<file path="src/rtl/key_event_irq_pkg.sv">
package key_event_irq_pkg;
  localparam int REG_W      = 32;
  localparam int ADDR_W     = 8;
  localparam int NUM_KEYS   = 64;
  localparam int MODE_W     = 2;
  localparam int ADDR_STEP  = REG_W / 8;
  localparam int KEYS_PER_MODE_WORD = REG_W / MODE_W;
  localparam int NUM_MODE_WORDS = NUM_KEYS / KEYS_PER_MODE_WORD;
  localparam int NUM_HALF   = NUM_KEYS / REG_W;
  localparam int IDX_W      = $clog2(NUM_MODE_WORDS);
  localparam int HALF_W     = (NUM_HALF > 1) ? $clog2(NUM_HALF) : 1;

  localparam logic [ADDR_W-1:0] ADDR_CTRL   = 8'h80;
  localparam logic [ADDR_W-1:0] ADDR_DIR    = 8'h84;
  localparam logic [ADDR_W-1:0] ADDR_MODE0  = 8'h90;
  localparam logic [ADDR_W-1:0] ADDR_STATE0 = 8'hA0;
  localparam logic [ADDR_W-1:0] ADDR_MASK0  = 8'hB0;
  localparam logic [ADDR_W-1:0] ADDR_CLR0   = 8'hB8;
  localparam logic [ADDR_W-1:0] ADDR_STAT0  = 8'hC0;

  typedef struct packed {
    logic [NUM_MODE_WORDS-1:0] wrMode;
    logic [NUM_HALF-1:0]       wrMask;
    logic [NUM_HALF-1:0]       wrClr;
    logic                      wrCtrl;
    logic                      wrDir;
  } ctrlStrobes_t;

  typedef enum logic [2:0] {
    SEL_NONE, SEL_CTRL, SEL_DIR, SEL_MODE, SEL_STATE, SEL_MASK, SEL_STATUS
  } rdSel_t;
endpackage

</file>
<file path="src/rtl/key_event_irq_ctrl.sv">
module key_event_irq_ctrl
  import key_event_irq_pkg::*;
(
  input  logic [ADDR_W-1:0] regAddr,
  input  logic              regWrEn,
  output ctrlStrobes_t      strobes,
  output rdSel_t            rdSel,
  output logic [IDX_W-1:0]  rdIdx
);

  always_comb begin
    strobes = '0;
    rdSel   = SEL_NONE;
    rdIdx   = '0;
    if (regAddr == ADDR_CTRL) begin
      rdSel = SEL_CTRL;
      strobes.wrCtrl = regWrEn;
    end
    if (regAddr == ADDR_DIR) begin
      rdSel = SEL_DIR;
      strobes.wrDir = regWrEn;
    end
    for (int i = 0; i < NUM_MODE_WORDS; i++) begin
      if (regAddr == ADDR_MODE0 + ADDR_W'(ADDR_STEP * i)) begin
        rdSel = SEL_MODE;
        rdIdx = IDX_W'(i);
        strobes.wrMode[i] = regWrEn;
      end
    end
    for (int i = 0; i < NUM_HALF; i++) begin
      if (regAddr == ADDR_STATE0 + ADDR_W'(ADDR_STEP * i)) begin
        rdSel = SEL_STATE;
        rdIdx = IDX_W'(i);
      end
      if (regAddr == ADDR_MASK0 + ADDR_W'(ADDR_STEP * i)) begin
        rdSel = SEL_MASK;
        rdIdx = IDX_W'(i);
        strobes.wrMask[i] = regWrEn;
      end
      if (regAddr == ADDR_CLR0 + ADDR_W'(ADDR_STEP * i)) begin
        strobes.wrClr[i] = regWrEn;
      end
      if (regAddr == ADDR_STAT0 + ADDR_W'(ADDR_STEP * i)) begin
        rdSel = SEL_STATUS;
        rdIdx = IDX_W'(i);
      end
    end
  end

  // a write never reaches more than one storage word
  always_comb begin
    p_single_target_r9: assert ($onehot0(strobes));
  end

endmodule

</file>
<file path="src/rtl/key_event_irq_dp.sv">
module key_event_irq_dp
  import key_event_irq_pkg::*;
(
  input  logic                clk,
  input  logic                rstN,
  input  logic [NUM_KEYS-1:0] keyState,
  input  ctrlStrobes_t        strobes,
  input  rdSel_t              rdSel,
  input  logic [IDX_W-1:0]    rdIdx,
  input  logic [REG_W-1:0]    wrData,
  output logic [REG_W-1:0]    rdData,
  output logic                irqOut,
  output logic [REG_W-1:0]    ctrlWord,
  output logic [REG_W-1:0]    dirWord
);

  logic [NUM_KEYS-1:0] keyPrev;
  logic [NUM_KEYS-1:0] statusReg;
  logic [NUM_KEYS-1:0] evVec;
  logic [NUM_KEYS-1:0] clrVec;
  logic [NUM_MODE_WORDS-1:0][REG_W-1:0] modeReg;
  logic [NUM_HALF-1:0][REG_W-1:0] maskWords;
  logic [NUM_HALF-1:0][REG_W-1:0] stateWords;
  logic [NUM_HALF-1:0][REG_W-1:0] statusWords;
  logic [NUM_KEYS-1:0] maskFlat;
  logic [REG_W-1:0] ctrlReg;
  logic [REG_W-1:0] dirReg;

  assign stateWords  = keyPrev;
  assign statusWords = statusReg;
  assign maskFlat    = maskWords;

  // per-key edge detection from the key's 2-bit code
  for (genvar k = 0; k < NUM_KEYS; k++) begin : g_key
    logic [MODE_W-1:0] fld;
    assign fld = modeReg[k / KEYS_PER_MODE_WORD][MODE_W * (k % KEYS_PER_MODE_WORD) +: MODE_W];
    assign evVec[k] = (fld[0] & keyState[k] & ~keyPrev[k])
                    | (fld[1] & ~keyState[k] & keyPrev[k]);
  end

  for (genvar h = 0; h < NUM_HALF; h++) begin : g_clr
    assign clrVec[h*REG_W +: REG_W] = strobes.wrClr[h] ? wrData : '0;
  end

  always_ff @(posedge clk or negedge rstN) begin
    if (!rstN) begin
      keyPrev   <= '0;
      statusReg <= '0;
      modeReg   <= '0;
      maskWords <= '0;
      ctrlReg   <= '0;
      dirReg    <= '0;
    end else begin
      keyPrev   <= keyState;
      statusReg <= (statusReg & ~clrVec) | evVec;
      for (int i = 0; i < NUM_MODE_WORDS; i++)
        if (strobes.wrMode[i]) modeReg[i] <= wrData;
      for (int i = 0; i < NUM_HALF; i++)
        if (strobes.wrMask[i]) maskWords[i] <= wrData;
      if (strobes.wrCtrl) ctrlReg <= wrData;
      if (strobes.wrDir)  dirReg  <= wrData;
    end
  end

  always_comb begin
    case (rdSel)
      SEL_CTRL:   rdData = ctrlReg;
      SEL_DIR:    rdData = dirReg;
      SEL_MODE:   rdData = modeReg[rdIdx];
      SEL_STATE:  rdData = stateWords[rdIdx[HALF_W-1:0]];
      SEL_MASK:   rdData = maskWords[rdIdx[HALF_W-1:0]];
      SEL_STATUS: rdData = statusWords[rdIdx[HALF_W-1:0]];
      default:    rdData = '0;
    endcase
  end

  assign irqOut   = |(statusReg & maskFlat);
  assign ctrlWord = ctrlReg;
  assign dirWord  = dirReg;

  // every detected event is present in status after the edge
  p_event_latched_r6: assert property (@(posedge clk) disable iff (!rstN)
    (|evVec) |=> ((statusReg & $past(evVec)) == $past(evVec)));

  // cleared bits without a competing event are gone after the edge
  p_clear_effect_r5: assert property (@(posedge clk) disable iff (!rstN)
    (|clrVec) |=> ((statusReg & $past(clrVec & ~evVec)) == '0));

  // status holds when there is neither an event nor a clear
  p_status_hold_r3: assert property (@(posedge clk) disable iff (!rstN)
    (!(|evVec) && !(|clrVec)) |=> $stable(statusReg));

  // no enabled key means no interrupt
  p_masked_quiet_r7: assert property (@(posedge clk) disable iff (!rstN)
    (maskFlat == '0) |-> !irqOut);

endmodule

</file>
<file path="src/rtl/key_event_irq.sv">
module key_event_irq
  import key_event_irq_pkg::*;
(
  input  logic                clk,
  input  logic                rstN,
  input  logic [NUM_KEYS-1:0] keyState,
  input  logic [ADDR_W-1:0]   regAddr,
  input  logic                regWrEn,
  input  logic [REG_W-1:0]    regWrData,
  output logic [REG_W-1:0]    regRdData,
  output logic                irqOut,
  output logic [REG_W-1:0]    ctrlWord,
  output logic [REG_W-1:0]    dirWord
);

  ctrlStrobes_t     strobes;
  rdSel_t           rdSel;
  logic [IDX_W-1:0] rdIdx;

  key_event_irq_ctrl ctrl_i (
    .regAddr (regAddr),
    .regWrEn (regWrEn),
    .strobes (strobes),
    .rdSel   (rdSel),
    .rdIdx   (rdIdx)
  );

  key_event_irq_dp dp_i (
    .clk      (clk),
    .rstN     (rstN),
    .keyState (keyState),
    .strobes  (strobes),
    .rdSel    (rdSel),
    .rdIdx    (rdIdx),
    .wrData   (regWrData),
    .rdData   (regRdData),
    .irqOut   (irqOut),
    .ctrlWord (ctrlWord),
    .dirWord  (dirWord)
  );

endmodule

</file>
<file path="config.mk">
export PLATFORM = sky130hd
export DESIGN_NAME = key_event_irq
export DESIGN_NICKNAME = d
export VERILOG_FILES = /design/src/rtl/key_event_irq_pkg.sv /design/src/rtl/key_event_irq_ctrl.sv /design/src/rtl/key_event_irq_dp.sv /design/src/rtl/key_event_irq.sv
export SDC_FILE = /design/constraint.sdc
export NUM_CORES = 1
export LEC_CHECK = 0
export BUFFER_PORTS_ARGS = -buffer_cell sky130_fd_sc_hd__buf_2
export CAP_MARGIN = 0
export CORE_MARGIN = 2
export CORE_UTILIZATION = 45
export CTS_BUF_LIST = sky130_fd_sc_hd__clkbuf_2
export DETAILED_ROUTE_END_ITERATION = 16
export HOLD_SLACK_MARGIN = 0.02
export SYNTH_ARGS = -nofsm -noshare
export SYNTH_HDL_FRONTEND = slang
export SYNTH_SLANG_ARGS = --single-unit
</file>
<file path="constraint.sdc">
create_clock -name clk -period 4.3 [get_ports clk]
set_input_delay 0.215 -clock clk [delete_from_list [all_inputs] [get_ports clk]]
set_output_delay 0.215 -clock clk [all_outputs]
set_load 0.03 [all_outputs]
</file>
* Yosys cells after proc, flatten, opt, wreduce, memory -nomap -nowiden
Cells that the tools add are included.
Word-level totals: register bits after elaboration 384, output and inout port bits 97, logic and storage cells 527
Operators by class: mux-type cells 42, eq/ne operators 20, bitwise logic cells 452, reductions and logical operators 1, magnitude comparators 2
Operators with widths (number):
- two-way mux 32 bit | 9
- bitwise AND 1 bit | 256
- case mux 32 bit (6 select lines) | 1
- bitwise AND 64 bit | 2
- NOT 1 bit | 128
- equality test 8 bit (second input constant) | 14
- binary-select mux 32 bit (select 2 bit) | 1
- NOT 64 bit | 1
- bitwise OR 1 bit | 64
- bitwise OR 64 bit | 1
- OR reduction 64 bit | 1
- two-way mux 2 bit | 13
- two-way mux 3 bit | 6
- two-way mux 1 bit | 12
- equality test 3 bit (second input constant) | 3
- equality test 3 x 2 -> 1 bit (second input constant) | 2
- equality test 3 x 1 -> 1 bit (second input constant) | 1
- less-than comparator 2 x 3 -> 1 bit (second input constant) | 1
- less-than comparator 1 x 2 -> 1 bit (second input constant) | 1

* Logic depth before layout (Yosys ltp)
depth after elaboration 15, gate-level depth with buffers 9

* Cells and area by module
From an unflattened synthesis, not the netlist that was laid out.
Second synthesis, totals: cells, all modules 1467, area, all modules 17919.7 um^2
By module, submodules not included:
- key_event_irq_dp | cells each 1430, instances 1, area each 17690.7 um^2
- key_event_irq_ctrl | cells each 37, instances 1, area each 229.0 um^2

* Least setup slack after synthesis
Ideal clock, no wire load.
kind input -> output, start in regAddr[4], end out regRdData[10], data required time 4085 ps, stages on the path 7, data arrival time 2163 ps, slack 1922 ps, buffers on the path 2, cell sequence buf_2 nor3b_2 o211ai_4 nand2_2 buf_6 mux4_2 a2111o_1
On the way: longest elaborated chain between the ends 15, elaborated cells between the ends (all ways) 48, classes of those cells eq/ne (18); mux (30)
RTL lines:
- start: declaration | RTL line key_event_irq.sv:7 | input logic [ADDR_W-1:0] regAddr,
- equality test 8 bit | RTL line key_event_irq_ctrl.sv:15 | if (regAddr == ADDR_CTRL) begin
- two-way mux 1 bit | RTL line key_event_irq_ctrl.sv:15
- two-way mux 2 bit | RTL line key_event_irq_ctrl.sv:19 | if (regAddr == ADDR_DIR) begin
- two-way mux 2 bit (4 in a row) | RTL line key_event_irq_ctrl.sv:24 | if (regAddr == ADDR_MODE0 + ADDR_W'(ADDR_STEP * i)) begin
- two-way mux 3 bit | RTL line key_event_irq_ctrl.sv:31 | if (regAddr == ADDR_STATE0 + ADDR_W'(ADDR_STEP * i)) begin
- two-way mux 3 bit | RTL line key_event_irq_ctrl.sv:35 | if (regAddr == ADDR_MASK0 + ADDR_W'(ADDR_STEP * i)) begin
- two-way mux 3 bit | RTL line key_event_irq_ctrl.sv:43 | if (regAddr == ADDR_STAT0 + ADDR_W'(ADDR_STEP * i)) begin
- two-way mux 3 bit | RTL line key_event_irq_ctrl.sv:31
- two-way mux 3 bit | RTL line key_event_irq_ctrl.sv:35
- two-way mux 3 bit | RTL line key_event_irq_ctrl.sv:43
- equality test 3 bit, or another cell as far along | RTL line key_event_irq_dp.sv:66 | case (rdSel)
- case mux 32 bit (6 select lines) (*) | RTL line key_event_irq_dp.sv:66
- end: declaration | RTL line key_event_irq.sv:10 | output logic [REG_W-1:0] regRdData,
Every way passes the cells marked *; elsewhere a longest branch is shown, timed or not. The select of a mux whose other input is x is not followed.

* Worst setup path in the final report
start in regAddr[6], end out regRdData[14]
Same word-level chain as after synthesis.

==> flow_summary.toml <==
[run_status]
status = "complete, no violations"

[clock_tree]
cts_sinks = 384
cts.htree.levels = 3
cts_root_buf = "clkbuf_2"
numCtsBuffers = 102
cts_tree = "done"
clk_pin_slew_ns = 0.09
cts_max_path_buffers = 3
cts-resized-gates = 0
clock_latency_ns = 1.08

[final_layout]
most-common-layout-cells = "dfrtp_1 (384), mux2_2 (265), nand2_1 (219), buf_2 (201), dlygate4sd3_1 (171)"
syn2layout_area_growth_pct = 23.1
nets = 2067
nFillCells = 3593
final_common_cell = "dfrtp_1"
drive_above_1_share_pct = 35.2

[worst_setup_path]
r2r_slack_ns = 2.85
startpoint = "regAddr[6]"
cp_cell_sequence = "dlygate4sd3_1, buf_2, and4bb_1, buf_4, and2_2, buf_4, mux2i_1, a211oi_1, a211o_1, buf_2"
crit_family = "buffers and inverters"
rr_startpoint = "dp_i.keyPrev[54]"
cpPeakStageDelay_ns = 0.54
worstPathRequired_ns = 4.09
arrival_ns = 3.65
rr_worst_depth = 4
cp_num_buf_inv = 5
start_kind = "input pin"
crit_type = "input pin to output pin"
worstPathMaxFanout = 37
end_kind = "output pin"
timing.rr.end = "dp_i.statusReg[54]"
critPathSlowestCell = "dlygate4sd3_1"

[place]
port_buffers = 203
gp_congestion = 0.916
dp_hpwl_um = 48100

[die]
dieArea_um2 = 42700
placementRows = 74
die_h_um = 207
die_w_um = 207
io-pin-count = 204
core_um2 = 40600
start_util_pct = 45.4

[synth]
post-synth-top-area-cell = "dfrtp_1"
synthCells = 1566
async_flop_share_pct = 100
syn-cell-area_um2 = 18500
syn_nets = 1673
ys_seq_area_share_pct = 52.0
synth_enable_flop_cells = 0
yosys.area.top_type_share_pct = 52.0
ys_ff_latch = 384
avgSynthCellArea_um2 = 11.8
synth_ff_type = "dfrtp_1"
yosysUniqueCellTypes = 50
synth.area.top_cells = "dfrtp_1 (52%), mux2_2 (16%), nand2_1 (4.5%)"
ys_warn_count = 0

[timing]
skew_ns = 0.0811
min_period_over_period_pct = 90.0
drv_slew = 0
setup_violations = 0
max_freq_ghz = 0.258
worstMarginPinSlew_ns = 1.14
tns_ns = 0
slew_headroom_pct = 24.2
fin_crit_ns = 3.87
rsz0062_at_grt = "false"
finalHoldViolCount = 0

[run]
drv_cap = 0

[global_routing]
antenna_found_initial = 4
grt_max_degree = 111
grt_first_pass_wirelength_um = 102000
grt_pass1_vias = 15700
grt.overflow.total = 0
grt_usage_pct = 33.1

[pwr]
leakagePower_uw = 0.0110
vdd_ir_drop_max_uv = 179
power_uw = 7960
power_density_nw_per_um2 = 351

[drt]
wl_um = 70200
drc_errors = 0
dr_total_vias = 15700
ant_nets = 0
post_drt_wl_per_cell_um = 27.4
drt_iter0_markers = 1558
drtPass1Iterations = 5
avgViaCountPerCell = 6.12

[min_path]
hold_start = "keyState[29]"
hold_path_depth = 4
hp-class = "input pin to flip-flop"
min_to = "dp_i.statusReg[29]"
==> stage by stage <==
step	instance area, um^2	hold slack [ns]	util (%)	worst slack (ns)	cells
after floorplan	18500	-0.0806	-	1.92	1566
after global placement	20100	0.334	49.4	1.09	2216
after detailed placement	20100	0.336	49.4	1.12	2216
after CTS	22700	0.0234	55.9	0.559	2564
after global routing	22700	0.0504	55.9	0.405	2565
final	22700	0.0897	55.9	0.431	2565
==> synth_stat cells, types with 2 or more instances <==
cell	count
a2111o_1	16
a211o_1	16
a211oi_1	20
a21boi_0	9
a21o_1	31
a21oi_1	6
a221oi_1	47
a22o_1	28
a22oi_1	12
and2_1	3
and3_1	49
and4_1	2
buf_1	12
buf_2	26
buf_4	2
buf_6	2
clkbuf_1	88
dfrtp_1	384
inv_1	6
mux2_2	265
mux2i_1	54
mux4_2	19
nand2_1	220
nand2_2	2
nand3_1	19
nand3b_1	34
nand4_1	34
nor2_1	22
nor2b_1	4
nor3_1	4
nor3b_2	2
o2111ai_1	4
o211ai_1	43
o21ai_0	33
o221ai_1	2
o22ai_1	31
or4_1	2
==> logic make-up (layout without fill, tap and decap cells) <==
group	count (synthesis)	in the layout	share of synthesized area, %
DFF	384	384	52.0
muxes	338	338	21.4
buffers and inverters	136	602	3.06
other	0	1	0
AOI/OAI and AO/OA	302	302	12.6
and+or+nand+nor	406	406	10.8
==> sequential cells by signal, summed over array words and instances, names as in the netlist <==
signal,cells
dp_i.keyPrev,64
dp_i.ctrlWord,32
dp_i.g_key.fld,128
dp_i.statusReg,64
dp_i.dirWord,32
dp_i.maskFlat,64
==> cell type report <==
class	instances	area (um^2)	area share (%)
diodes	1	2.50	0.0110
clock buffers	158	791	3.48
clock inverters	18	129	0.567
inverters	6	22.5	0.0991
multi-input cells	1046	8330	36.7
flip-flops and latches	384	9610	42.3
well taps	532	666	2.93
repair buffers	420	3170	13.9
==> worst register-to-register path, stage by stage, from the launching register on <==
cell           delay [ns]
dfrtp_1              0.45
nand2_1              0.09
o22ai_1              0.09
a21o_1               0.16
dlygate4sd3_1        0.55
==> report_power, final <==
part / leakage, uW / internal [uW] / switching, uW
registers: 0.00495 / 3910 / 376
logic: 0.00530 / 475 / 540
clock network: 0.000720 / 1080 / 1590
total: 0.0110 / 5460 / 2500
==> what timing repair did <==
| item | CTS | global route |
|---|---|---|
| setup buffers | 0 | 0 |
| hold buffers | 172 | 0 |
| hold endpoints to repair | 767 | 0 |
==> metal layers <==
metal | vias to the layer above | share of wire, % | track usage [%]
met5 | - | 0.017 | 0
met4 | 2 | 3.6 | 13.6
met3 | 173 | 9.5 | 7.36
met2 | 903 | 46 | 51.0
met1 | 7930 | 41 | 45.3
li1 | 6694 | - | -
==> worst max path at each step <==
| stage | endpoint | slack [ns] | cells after the start |
|---|---|---|---|
| final | regRdData[14] | 0.43 | 10 |
| after global routing | regRdData[14] | 0.40 | 10 |
| after CTS | regRdData[14] | 0.56 | 10 |
| after detailed placement | regRdData[14] | 1.12 | 9 |
| after global placement | regRdData[14] | 1.09 | 9 |
| after floorplan | regRdData[10] | 1.92 | 7 |
Note: power is estimated with default switching activity, not from simulation.
